**config.mk**
```make
export PLATFORM = sky130hd
export DESIGN_NAME = sca_alarm
export DESIGN_NICKNAME = d
export VERILOG_FILES = /design/src/rtl/sca_pkg.sv /design/src/rtl/sca_counter.sv /design/src/rtl/sca_regs.sv /design/src/rtl/sca_alarm.sv
export SDC_FILE = /design/constraint.sdc
export NUM_CORES = 1
export LEC_CHECK = 0
export BUFFER_PORTS_ARGS = -buffer_cell sky130_fd_sc_hd__buf_2
export CAP_MARGIN = 15
export CORE_MARGIN = 1
export CORE_UTILIZATION = 40
export CTS_BUF_LIST = sky130_fd_sc_hd__clkbuf_8
export DETAILED_ROUTE_END_ITERATION = 16
export PLACE_DENSITY = 0.68
export SETUP_SLACK_MARGIN = 0.5
export SYNTH_ARGS = -nofsm -noshare
export SYNTH_HDL_FRONTEND = slang
export SYNTH_HIERARCHICAL = 1
export SYNTH_SLANG_ARGS = --single-unit
export TNS_END_PERCENT = 1
```
**constraint.sdc**
```tcl
create_clock -name clk_i -period 2.84 [get_ports clk_i]
set_input_delay 0.426 -clock clk_i [delete_from_list [all_inputs] [get_ports clk_i]]
set_output_delay 0.426 -clock clk_i [all_outputs]
set_load 0.03 [all_outputs]
```
**src/rtl/sca_pkg.sv**
```systemverilog
package sca_pkg;
  localparam int unsigned ADDR_W = 3;
  localparam logic [ADDR_W-1:0] A_LOAD   = 3'd0;
  localparam logic [ADDR_W-1:0] A_REMAIN = 3'd1;
  localparam logic [ADDR_W-1:0] A_RUN    = 3'd2;
  localparam logic [ADDR_W-1:0] A_IRQEN  = 3'd3;
  localparam logic [ADDR_W-1:0] A_STAT   = 3'd4;
  localparam logic [ADDR_W-1:0] A_WAKEEN = 3'd5;
endpackage

```
**src/rtl/sca_counter.sv**
```systemverilog
module sca_counter #(
  parameter int unsigned DW = 32
) (
  input  logic          clk_i,
  input  logic          rst_ni,
  input  logic          tick_i,
  input  logic          run_i,
  input  logic          load_i,
  input  logic [DW-1:0] load_val_i,
  output logic [DW-1:0] count_o,
  output logic          fire_o
);
  localparam logic [DW-1:0] ONE = DW'(1);

  logic [DW-1:0] cnt_q;
  logic          step;

  // A tick only counts while running, with no load pending, above zero
  assign step   = run_i && tick_i && !load_i && (cnt_q != '0);
  assign fire_o = step && (cnt_q == ONE);

  always_ff @(posedge clk_i or negedge rst_ni) begin
    if (!rst_ni)     cnt_q <= '0;
    else if (load_i) cnt_q <= load_val_i;
    else if (step)   cnt_q <= cnt_q - ONE;
  end

  assign count_o = cnt_q;
endmodule

```
**src/rtl/sca_regs.sv**
```systemverilog
module sca_regs
  import sca_pkg::*;
#(
  parameter int unsigned DW = 32
) (
  input  logic              clk_i,
  input  logic              rst_ni,
  input  logic              wr_en_i,
  input  logic [ADDR_W-1:0] addr_i,
  input  logic [DW-1:0]     wdata_i,
  input  logic              fire_i,
  input  logic [DW-1:0]     count_i,
  output logic [DW-1:0]     rdata_o,
  output logic              load_o,
  output logic              run_o,
  output logic              irq_en_o,
  output logic              wake_en_o,
  output logic              pend_o
);
  logic [DW-1:0] load_q;
  logic run_q, irq_en_q, wake_en_q, pend_q;
  logic clr;

  assign load_o = wr_en_i && (addr_i == A_LOAD);
  assign clr    = wr_en_i && (addr_i == A_STAT) && wdata_i[0];

  always_ff @(posedge clk_i or negedge rst_ni) begin
    if (!rst_ni) begin
      load_q    <= '0;
      run_q     <= 1'b0;
      irq_en_q  <= 1'b0;
      wake_en_q <= 1'b0;
    end else if (wr_en_i) begin
      case (addr_i)
        A_LOAD:   load_q    <= wdata_i;
        A_RUN:    run_q     <= wdata_i[0];
        A_IRQEN:  irq_en_q  <= wdata_i[0];
        A_WAKEEN: wake_en_q <= wdata_i[0];
        default:  ;
      endcase
    end
  end

  // Sticky flag: an expiry outranks a clear in the same cycle
  always_ff @(posedge clk_i or negedge rst_ni) begin
    if (!rst_ni)     pend_q <= 1'b0;
    else if (fire_i) pend_q <= 1'b1;
    else if (clr)    pend_q <= 1'b0;
  end

  always_comb begin
    rdata_o = '0;
    case (addr_i)
      A_LOAD:   rdata_o = load_q;
      A_REMAIN: rdata_o = count_i;
      A_RUN:    rdata_o[0] = run_q;
      A_IRQEN:  rdata_o[0] = irq_en_q;
      A_STAT:   rdata_o[0] = pend_q;
      A_WAKEEN: rdata_o[0] = wake_en_q;
      default:  rdata_o = '0;
    endcase
  end

  assign run_o     = run_q;
  assign irq_en_o  = irq_en_q;
  assign wake_en_o = wake_en_q;
  assign pend_o    = pend_q;
endmodule

```
**src/rtl/sca_alarm.sv**
```systemverilog
module sca_alarm
  import sca_pkg::*;
#(
  parameter int unsigned DW = 32
) (
  input  logic              clk_i,
  input  logic              rst_ni,
  input  logic              tick_i,
  input  logic              wr_en_i,
  input  logic [ADDR_W-1:0] addr_i,
  input  logic [DW-1:0]     wdata_i,
  output logic [DW-1:0]     rdata_o,
  output logic              irq_o,
  output logic              wake_o
);
  logic [DW-1:0] cnt_w;
  logic load_w, run_w, irq_en_w, wake_en_w, pend_w, fire_w;

  sca_regs #(.DW(DW)) u_regs (
    .clk_i     (clk_i),
    .rst_ni    (rst_ni),
    .wr_en_i   (wr_en_i),
    .addr_i    (addr_i),
    .wdata_i   (wdata_i),
    .fire_i    (fire_w),
    .count_i   (cnt_w),
    .rdata_o   (rdata_o),
    .load_o    (load_w),
    .run_o     (run_w),
    .irq_en_o  (irq_en_w),
    .wake_en_o (wake_en_w),
    .pend_o    (pend_w)
  );

  sca_counter #(.DW(DW)) u_cnt (
    .clk_i      (clk_i),
    .rst_ni     (rst_ni),
    .tick_i     (tick_i),
    .run_i      (run_w),
    .load_i     (load_w),
    .load_val_i (wdata_i),
    .count_o    (cnt_w),
    .fire_o     (fire_w)
  );

  assign irq_o  = pend_w && irq_en_w;
  assign wake_o = pend_w && wake_en_w;
endmodule

```
---- Yosys cells after proc, flatten, opt, wreduce, memory -nomap -nowiden ----
Cells that the tools add are included.
cells by class
  add/sub/neg operators ................... 1
  equal/unequal tests ..................... 6
  multiplexer cells ....................... 6
  reductions and logical operators ........ 18
operators by type and width
  kind                                                count
  2-to-1 mux 32 bit                                   2
  case mux 31 bit (2 select lines)                    1
  == test 32 x 1 -> 1 bit, second input constant      1
  nonzero test 32 bit                                 1
  subtractor 32 x 1 -> 32 bit, second input constant  1
  logical AND 1 bit                                   9
  AND reduction 2 bit                                 4
  == test 3 x 2 -> 1 bit, second input constant       2
  == test 3 bit, second input constant                2
  case mux 1 bit (6 select lines)                     1
  nonzero test 2 bit                                  2
  == test 3 x 1 -> 1 bit, second input constant       1
  logical NOT 3 bit                                   1
  2-to-1 mux 1 bit                                    2
  logical NOT 1 bit                                   1
storage, ports and cells
  register bits after elaboration ......... 68
  input port bits ......................... 39
  output and inout port bits .............. 34
  logic and storage cells ................. 37

---- Logic depth before layout (Yosys ltp) ----
Gate-level depths: netlist (run 1).
  word-level depth ........................ 7
  depth in mapped cells ................... 9
  gate-level depth less buffers ........... 8

---- By module ----
Netlist (run 1), hierarchy kept.
by module, submodules not included
  module       times used  cells each  area an instance (µm²)  seq. area each (µm²)
  sca_counter  1           246         2072.0                  800.8
  sca_regs     1           130         1789.2                  900.9
  sca_alarm    1           2           12.5                    0.0

---- Least setup slack after synthesis (run 1) ----
OpenSTA, ideal clock, no wires.
  path kind ............................... reg2reg
  start ................................... register u_cnt.cnt_q[22] (netlist: u_cnt/count_o[22])
  end ..................................... register u_cnt.cnt_q[26] (netlist: u_cnt/count_o[26])
  library setup time ...................... 82 ps
  arrival ................................. 2042 ps
  data required time ...................... 2758 ps
  setup slack ............................. 716 ps
  stages on the path, launching flop included .. 6
  buffers on the path ..................... 0
  period minus slack after synthesis ...... 2124 ps
  path through ............................ dfrtp_1 > or4_4 > or3_1 > or3_1 > or3_1 > a31oi_1
between the ends
  longest elaborated chain between the ends .. 3
  elaborated cells on any way between the ends .. 6
ends and longest elaborated chain
  what                                                                       RTL line                              source
  start: declaration                                                         sca_counter.sv:15                     logic [DW-1:0] cnt_q;
  start signal: assignment                                                   sca_counter.sv:24                     else if (load_i) cnt_q <= load_val_i;
  start signal: assignment                                                   sca_counter.sv:25                     else if (step) cnt_q <= cnt_q - ONE;
  subtractor 32 x 1 -> 32 bit / nonzero test 32 bit (equally long branches)  sca_counter.sv:25, sca_counter.sv:19
  2-to-1 mux 32 bit / logical AND 1 bit (equally long branches)              sca_counter.sv:25, sca_counter.sv:19
  2-to-1 mux 32 bit / nonzero test 2 bit (equally long branches)             n/a
Parallel ways exist; a longest one is shown, timed or not. The select of a mux whose other input is x is not followed.
A chain may end at the register's enable or synchronous reset.

---- Final worst setup path (run 1) ----
  start ................................... register u_cnt.cnt_q[12] (netlist: u_cnt/count_o[12])
  end ..................................... register u_cnt.cnt_q[25] (netlist: u_cnt/count_o[25])
Same word-level chain as after synthesis.

==> results.cfg, run 1 <==
[synth]
synth_top_cell_by_area = dfrtp_1
syn_inst = 378
yosysUniqueCellTypes = 47
seq_area_frac_synth_pct = 43.9
synthTopCellsByArea = dfrtp_1, mux2_2, a22o_1
synth_edf_count = 0
synth_top_area_share_pct = 43.9
synth_area_per_cell_sq_um = 10.2
mappedNetlistArea_sq_mm = 0.00387
synth_ff_type = dfrtp_1
synth_fp_nets = 419
ys_warn_count = 6
ys_seq_elements = 68
async_reset_ff_share_pct = 100

[clocking]
clock_path_buffers = 2
clock_sinks = 68
h-tree-depth = 3
cts_buffers = 9
clock_latency_ns = 0.33
cts_root_buf = clkbuf_8
path_clk_slew_ns = 0.07
cts_tree = built
hold_buffers = 0

[die]
fp.dieArea_sq_mm = 0.0101
num_rows = 35
coreArea_sq_mm = 0.00933
die_h_microns = 100
io_pins = 73
start_util_pct = 41.5
die_w_microns = 100

[outcome]
status = finished clean

[cells_and_area]
final_nets = 492
layout-drive-gt1-share_pct = 32.2
post-route-cell-area_sq_mm = 0.00463
fillers = 855
syn_to_final_growth_pct = 19.5
antenna_cells = 0
stdcell_count = 585
final_common_cell = buf_2
most-common-layout-cells = buf_2, dfrtp_1, nor2_1, a22o_1, mux2_2

[pwr]
p_switching_w = 0.000973
irDropWorstVdd_mv = 0.301
swShare_pct = 32.3
p_int_w = 0.00204
p_seq_share_pct = 48.3
clkPwrFrac_pct = 28.8
pwr_density_cell_mw_per_mm2 = 650
p_total_w = 0.00301
p_leak_nw = 1.95
power_frac_comb_pct = 22.9

[sta]
tightestPinTransition_ns = 0.776
setup_violations = 0
post-route-min-period_ns = 2.28
clock.fmax_ghz = 0.438
slew_violations = 0
fin_crit_sh_pct = 80.3
rsz0062_at_grt = yes
fin_worst_skew_ns = 0.00612
hold_viol = 0
max-slew-margin-rel_pct = 48.3
fin_tns_setup_ns = 0

[place]
dp.cells = 565
gp_congestion = 0.837
port-buffer-count = 72
hpwlAfterDp_mm = 6.66
place_area_sq_mm = 0.00437

[route]
drt_first_pass_iters = 4
drt-initial-drc-count = 154
drcViolationCount = 0
drtAntennaViolNets = 0
wl_per_cell_microns = 16.4
wirelength_mm = 9.60
vias_per_cell = 5.64
vias = 3301

[grt]
grt_start_max_net_pins = 52
grt_overflow = 0
track_usage_pct = 20.2
grt_first_pass_wirelength_mm = 16.2
antenna_found_initial = 0
first_global_vias = 3283

[critical_path]
rr_startpoint = u_cnt/count_o[12]$_DFFE_PN0P_
timing.rr.end = u_cnt/count_o[25]$_DFFE_PN0P_
reg2reg_slack_ns = 0.56
cp-end-kind = flop
rr_worst_depth = 6
critPathArrivalTime_ns = 2.54
path_class = flop to flop
cp-start-kind = flop
worst-path-max-fanout = 11
critPathLaunch = u_cnt/count_o[12]$_DFFE_PN0P_
cp-endpoint = u_cnt/count_o[25]$_DFFE_PN0P_
crit_required_ns = 3.10

[run]
drv_cap = 0

[worst_hold_path]
hp-class = input pin to async pin
## how the worst min path moves through the flow
stage	start	end	slack (ns)	depth (start not counted)
floorplan	rst_ni	u_cnt/count_o[0]$_DFFE_PN0P_	0.13	0
global placement	u_regs/load_q[20]$_DFFE_PN0P_	u_regs/load_q[20]$_DFFE_PN0P_	0.47	1
detailed placement	u_regs/load_q[0]$_DFFE_PN0P_	u_regs/load_q[0]$_DFFE_PN0P_	0.48	1
CTS	rst_ni	u_regs/load_q[9]$_DFFE_PN0P_	0.18	1
global route	rst_ni	u_regs/load_q[9]$_DFFE_PN0P_	0.22	1
finish	rst_ni	u_regs/load_q[5]$_DFFE_PN0P_	0.17	1
## cell usage after synthesis (2+ instances only)
master,n
nand2b_1,2
nand3_1,12
a22o_1,32
and4_1,2
nand2_1,21
mux2_1,3
o41ai_1,2
buf_2,6
o21ai_0,12
ha_1,2
o211ai_1,8
nand3b_1,6
nand4_1,5
or4_1,18
clkbuf_1,15
nand4b_1,5
nor3b_1,2
nor3_1,4
mux2_2,32
or4_4,2
buf_6,4
nor2_1,32
mux2i_1,2
and2_1,5
buf_4,2
a31oi_1,24
nor4_1,7
dfrtp_1,68
inv_1,2
o31ai_1,11
or3_1,13
xnor2_1,2
## registers in the layout (all words and copies together), names as in the netlist
register          cells
u_regs/irq_en_o       1
u_regs/wake_en_o      1
u_regs/load_q        32
u_regs/run_o          1
u_cnt/count_o        32
u_regs/pend_o         1
## power groups by stage
| stage | logic (W) | clock network, W | registers [W] |
|---|---|---|---|
| final | 0.000689 | 0.000867 | 0.00145 |
| after global routing | 0.000762 | 0.000941 | 0.00150 |
| after floorplan | 0.000521 | 0 | 0.00139 |
| after detailed placement | 0.000688 | 0 | 0.00146 |
| after global placement | 0.000669 | 0 | 0.00145 |
| after CTS | 0.000690 | 0.000889 | 0.00145 |
## per-stage QoR
step,util (%),hold WS (ns),setup WS [ns]
2_1_floorplan,-,0.130,0.716
3_5_place_dp,46.9,0.475,0.374
5_1_grt,49.6,0.218,0.447
4_1_cts,49.3,0.182,0.591
6_report,49.6,0.166,0.559
3_3_place_gp,46.9,0.467,0.421
## logic make-up (layout without fill, tap and decap cells)
kind of cell / after synthesis / after routing / share of synthesized area [%]
buffers and inverters: 30 / 108 / 4.07
AOI/OAI and AO/OA: 93 / 93 / 17.5
muxes: 37 / 37 / 10.7
DFF: 68 / 68 / 43.9
and+or+nand+nor: 146 / 146 / 22.7
xor gates and xnor gates: 2 / 2 / 0.452
adders and majority gates: 2 / 2 / 0.646
## cell type report
cell class                      count  area (sq um)  share of cell area, %
Inverter                            3          11.3                  0.243
Clock buffer                       10           138                   2.97
Tap cell                          129           161                   3.49
Timing Repair Buffer               89           500                   10.8
Multi-Input combinational cell    280          2040                   44.0
Clock inverter                      6          78.8                   1.70
Sequential cell                    68          1700                   36.8
## critical path, stage by stage, from the launching register on
cell and delay, ns:
dfrtp_1 0.43, or4_4 0.59, nor3_4 0.24, nand4_1 0.12, buf_4 0.19, or4_1 0.47, a31oi_1 0.17
## metal layers
metal	vias up	wire length (microns)	global-route usage, %
met5	-	0	0
met4	0	78	5.13
met3	4	454	4.11
met2	82	4270	30.9
met1	1609	4800	29.3
li1	1606	-	-
## repair_timing
action,CTS,global route
gates resized for setup,0,3
endpoints found under the setup margin,4,15
buffers inserted,2,2
pin swaps,1,1
cloned,0,0
Note: power is estimated with default switching activity, not from simulation.
==> inputs of run 2 (changes only) <==
--- a/config.mk
+++ b/config.mk
@@ -11,7 +11,7 @@
 export CORE_UTILIZATION = 40
 export CTS_BUF_LIST = sky130_fd_sc_hd__clkbuf_8
 export DETAILED_ROUTE_END_ITERATION = 16
-export PLACE_DENSITY = 0.68
+export PLACE_DENSITY = 0.7
 export SETUP_SLACK_MARGIN = 0.5
 export SYNTH_ARGS = -nofsm -noshare
 export SYNTH_HDL_FRONTEND = slang
==> constraint.sdc (replaced) <==
create_clock -name clk_i -period 1.99 [get_ports clk_i]
set_input_delay 0.2985 -clock clk_i [delete_from_list [all_inputs] [get_ports clk_i]]
set_output_delay 0.2985 -clock clk_i [all_outputs]
set_load 0.03 [all_outputs]
==> run 2 against run 1 <==
Compared with the run above: the flow now finishes with violations (negative setup slack); clock skew up 0.0023 ns; clock-buffer cell count up 2; largest power group unchanged; largest cell class unchanged; total power is 55% higher; highest routed layer unchanged; final cell count grew 7.9%; clock power is 21% higher.
==> results.cfg, run 2 (synthesized netlist as in run 1, its figures left out) <==
[route]
vias = 3603
drcViolationCount = 0
vias_per_cell = 5.71
wl_per_cell_microns = 16.4
drt_first_pass_iters = 4
drtAntennaViolNets = 0
drt-initial-drc-count = 223
wirelength_mm = 10.3

[cells_and_area]
fin_util_pct = 56.8
final_common_cell = dfrtp_1
most-common-layout-cells = dfrtp_1, buf_2, buf_4, buf_6
antenna_cells = 0
syn_to_final_growth_pct = 36.7
fillers = 799
layout-drive-gt1-share_pct = 40.0
final_nets = 538

[sta]
post-route-min-period_ns = 2.16
rsz0062_at_grt = yes
timing.final.ws_setup_ns = -0.172
whs_ns = 0.177
hold_viol = 0
tightestPinTransition_ns = 0.373
setup_violations = 15
fin_crit_sh_pct = 109
fin_worst_skew_ns = 0.00837
clock.fmax_ghz = 0.463
max-slew-margin-rel_pct = 75.1
slew_violations = 0

[grt]
first_global_vias = 3422
grt_use_met3_pct = 4.67
grt_start_max_net_pins = 69
grt.met1_usage_pct = 29.2
grt_overflow = 0
grt_use_met2_pct = 32.8
track_usage_pct = 21.1
grt_first_pass_wirelength_mm = 16.7
grt-busiest-layer = met2
antenna_found_initial = 0

[critical_path]
reg2reg_slack_ns = -0.17
crit_required_ns = 2.26
critPathArrivalTime_ns = 2.43
worst-path-max-fanout = 3
cp-end-kind = flop
path_class = flop to flop
rr_worst_depth = 5
critPathLaunch = u_cnt/count_o[19]$_DFFE_PN0P_
timing.rr.end = u_cnt/count_o[26]$_DFFE_PN0P_
cp-endpoint = u_cnt/count_o[26]$_DFFE_PN0P_
cp-start-kind = flop
rr_startpoint = u_cnt/count_o[19]$_DFFE_PN0P_

[pwr]
swShare_pct = 33.0
power_frac_comb_pct = 35.4
p_int_w = 0.00312
clkPwrFrac_pct = 22.5
p_seq_share_pct = 42.1
pwr_density_cell_mw_per_mm2 = 879
p_total_w = 0.00466
irDropWorstVdd_mv = 0.369
p_switching_w = 0.00154
p_leak_nw = 2.24

[outcome]
violations = negative setup slack
status = finished with violations

[die]
num_rows = 35
start_util_pct = 41.5
die_w_microns = 100
coreArea_sq_mm = 0.00933
fp.dieArea_sq_mm = 0.0101
die_h_microns = 100
io_pins = 73

[place]
dp_slack_ns = -0.166
port-buffer-count = 72
hpwlAfterDp_mm = 7.01
gp_congestion = 0.837

[clocking]
cts_root_buf = clkbuf_8
h-tree-depth = 3
path_clk_slew_ns = 0.07
cts_tree = built
cts_buffers = 9
clock_path_buffers = 2
clock_sinks = 68
clock_latency_ns = 0.34

[worst_hold_path]
hold_start = wdata_i[10]
hp-class = input pin to flop

[run]
drv_cap = 0
[run 2: cell count changes in the layout (fill, tap and decap cells not counted), moves of 2 or more]
cell,previous run,this run
buf_12,1,6
buf_2,72,50
buf_4,16,42
buf_6,0,34
bufinv_16,2,0
clkbuf_8,10,12
clkinv_2,3,1
nor3_2,2,0
o21ai_0,12,10
[run 2: critical path: stages, from the launching register on]
cell and delay, ns:
dfrtp_1 0.38, or4_4 0.57, or3_4 0.35, or3_1 0.32, or3_1 0.32, a31oi_1 0.16
[run 2: worst min-delay path by stage]
stage | end | cells past startpoint | slack [ns]
4_1_cts | u_cnt/count_o[10]$_DFFE_PN0P_ | 3 | 0.16
5_1_grt | u_regs/load_q[10]$_DFFE_PN0P_ | 2 | 0.18
2_1_floorplan | u_cnt/count_o[0]$_DFFE_PN0P_ | 0 | 0.003
3_3_place_gp | u_regs/load_q[26]$_DFFE_PN0P_ | 2 | 0.35
6_report | u_cnt/count_o[10]$_DFFE_PN0P_ | 3 | 0.18
3_5_place_dp | u_regs/load_q[26]$_DFFE_PN0P_ | 2 | 0.35
[run 2: cell type report]
class / instances / area (sq um) / share of cell area [%]
clock buffer: 12 / 165 / 3.12
multi-input combinational: 280 / 2120 / 40.1
inverter: 3 / 11.3 / 0.213
clock inverter: 4 / 16.3 / 0.307
tap: 129 / 161 / 3.05
timing repair buffer: 135 / 1120 / 21.1
sequential: 68 / 1700 / 32.1
[run 2: through the flow]
| stage | cells | cell area, sq um | TNS, ns |
|---|---|---|---|
| after floorplan | 378 | 3870 | -0.980 |
| after global placement | 613 | 4780 | -0.709 |
| after detailed placement | 613 | 4780 | -1.72 |
| after CTS | 630 | 5070 | -0.688 |
| after global routing | 631 | 5300 | -3.34 |
| final | 631 | 5300 | -0.772 |
[run 2: timing repair]
item | CTS | global route
pin swaps | 26 | 24
endpoints found under the hold margin | 68 | 0
buffers inserted | 0 | 1
setup endpoints to repair | 65 | 65
resized for setup | 22 | 84
hold buffers | 1 | 0
cloned | 0 | 0
[run 2: routing by layer]
layer | vias to the layer above | part of all wire, %
met2 | 109 | 47
met1 | 1779 | 47
met4 | 0 | 1.1
met5 | - | 0
li1 | 1704 | -
met3 | 11 | 4.8
[run 2: power groups by stage]
stage	clock network (W)	logic, W	registers, W
2_1_floorplan	0	0.000744	0.00198
3_3_place_gp	0	0.00143	0.00193
3_5_place_dp	0	0.00146	0.00195
4_1_cts	0.00107	0.00150	0.00194
5_1_grt	0.00115	0.00178	0.00201
6_report	0.00105	0.00165	0.00196
==> inputs of run 3 (changes only) <==
--- a/config.mk
+++ b/config.mk
@@ -5,13 +5,13 @@
 export SDC_FILE = /design/constraint.sdc
 export NUM_CORES = 1
 export LEC_CHECK = 0
-export BUFFER_PORTS_ARGS = -buffer_cell sky130_fd_sc_hd__buf_2
 export CAP_MARGIN = 15
 export CORE_MARGIN = 1
 export CORE_UTILIZATION = 40
 export CTS_BUF_LIST = sky130_fd_sc_hd__clkbuf_8
 export DETAILED_ROUTE_END_ITERATION = 16
-export PLACE_DENSITY = 0.7
+export DONT_BUFFER_PORTS = 1
+export PLACE_DENSITY = 0.63
 export SETUP_SLACK_MARGIN = 0.5
 export SYNTH_ARGS = -nofsm -noshare
 export SYNTH_HDL_FRONTEND = slang
==> run 3 against run 2 <==
Compared with the run above: the flow finishes with violations (negative hold slack, negative setup slack); clock power rose by 23%; clock skew barely moved; final cell count fell by 8.4%; critical path type unchanged; largest cell class unchanged.
==> results.cfg, run 3 (synthesized netlist as in run 1, its figures left out) <==
[place]
hpwlAfterDp_mm = 7.12
gp_congestion = 0.822
port-buffer-count = 0
dp.cells = 560
dp_slack_ns = -0.156

[critical_path]
critPathTopFamily = simple AND/OR/NAND/NOR gates
slowest_delay_ns = 0.57
critPathLaunch = u_cnt/count_o[22]$_DFFE_PN0P_
crit_buf_inv = 0
cp_cell_sequence = or4_4, or3_4, or3_4, or3_1, a31oi_1
worst-path-max-fanout = 3
reg2reg_slack_ns = -0.18
rr_startpoint = u_cnt/count_o[22]$_DFFE_PN0P_
critPathSlowestCell = or4_4
cp-end-kind = flop
critPathArrivalTime_ns = 2.45
cp_common_cell = or3_4
crit_required_ns = 2.27
path_class = flop to flop
cp-start-kind = flop

[sta]
slew_violations = 0
clock.fmax_ghz = 0.461
fin_crit_sh_pct = 109
hold_viol = 68
tightestPinTransition_ns = 0.509
post-route-min-period_ns = 2.17
fin_tns_setup_ns = -1.20
rsz0062_at_grt = yes
whs_ns = -0.370
max-slew-margin-rel_pct = 66.1
setup_violations = 16
fin_worst_skew_ns = 0.00832
timing.final.ws_setup_ns = -0.181

[grt]
grt_first_pass_wirelength_mm = 17.0
first_global_vias = 3361
track_usage_pct = 21.7
grt_use_met3_pct = 4.67
grt.met1_usage_pct = 28.8
grt_use_met2_pct = 34.7
grt_overflow = 0
grt-busiest-layer = met2
grt_start_max_net_pins = 69
antenna_found_initial = 0

[pwr]
pwr_density_cell_mw_per_mm2 = 923
irDropWorstVdd_mv = 0.338
p_leak_nw = 2.12
p_total_w = 0.00490

[clocking]
clock_latency_ns = 0.35
clock_path_buffers = 2
path_clk_slew_ns = 0.08
cts_root_buf = clkbuf_8
cts_tree = built
cts_buffers = 9
clock_sinks = 68
h-tree-depth = 3

[route]
wl_per_cell_microns = 18.2
drtAntennaViolNets = 0
vias = 3401
drt-initial-drc-count = 168
vias_per_cell = 5.88
wirelength_mm = 10.5
drt_first_pass_iters = 4
drcViolationCount = 0

[outcome]
violations = negative hold slack, negative setup slack
status = finished with violations

[worst_hold_path]
hp-class = input pin to async pin

[cells_and_area]
fillers = 771
multi_input_area_sq_mm = 0.00228
seqCellArea_sq_mm = 0.00170
final_common_cell = dfrtp_1
final_nets = 485
stdcell_count = 578
syn_to_final_growth_pct = 37.2
antenna_cells = 0
most-common-layout-cells = dfrtp_1, buf_4, mux2_2, nor2_1, a31oi_1
layout-drive-gt1-share_pct = 39.9

[die]
num_rows = 35
die_w_microns = 100
fp.dieArea_sq_mm = 0.0101
io_pins = 73
die_h_microns = 100
start_util_pct = 41.5
coreArea_sq_mm = 0.00933

[run]
drv_cap = 0
## run 3: changes by cell type in the layout (fill, tap and decap cells not counted), moves of 2 or more
cell	change
a22o_1	-20
a22o_2	+4
a22o_4	+16
buf_12	+13
buf_2	-50
buf_4	+4
buf_6	-19
bufinv_16	+2
clkbuf_8	-2
clkinvlp_4	+3
inv_1	-4
## run 3: where the power goes
group          internal, W  switching [W]  total [W]
clock network     0.000737       0.000550    0.00129
logic             0.000888       0.000747    0.00163
registers          0.00171       0.000270    0.00198
total              0.00334        0.00157    0.00490
## run 3: through the flow
step / util, % / instance area [sq um]
finish: 57.0 / 5320
global route: 57.0 / 5320
CTS: 55.1 / 5140
detailed placement: 50.8 / 4740
global placement: 50.8 / 4740
floorplan: - / 3870
## run 3: path summary, 6_finish.rpt
check	endpoint	depth (start not counted)
max in group asynchronous	u_cnt/count_o[3]$_DFFE_PN0P_	0
max reg2reg	u_cnt/count_o[26]$_DFFE_PN0P_	5
min	u_regs/load_q[9]$_DFFE_PN0P_	0
min reg2reg	u_regs/load_q[0]$_DFFE_PN0P_	1
min in group clk_i	u_cnt/count_o[18]$_DFFE_PN0P_	2
max	u_cnt/count_o[26]$_DFFE_PN0P_	5
## run 3: area by class of cell
class,count,area share (%)
inverters,3,0.212
clock buffers,10,2.59
multi-input cells,280,42.9
well taps,129,3.04
repair buffers,82,17.6
flip-flops and latches,68,32.0
clock inverters,6,1.65
## run 3: worst reg2reg max path, cell delays in order (launching register included)
cell,delay [ns]
dfrtp_1,0.38
or4_4,0.57
or3_4,0.35
or3_4,0.32
or3_1,0.31
a31oi_1,0.16
## run 3: timing repair
item	4_1_cts	5_1_grt
hold endpoints to repair	68	68
gates resized for setup	43	33
setup endpoints to repair	65	59
pin swaps	16	22
buffers inserted	1	1
## run 3: routing by layer
layer,share of wire (%),up-vias
met1,45,1695
met5,0,-
met4,1.5,0
met3,6.1,13
li1,-,1598
met2,48,95
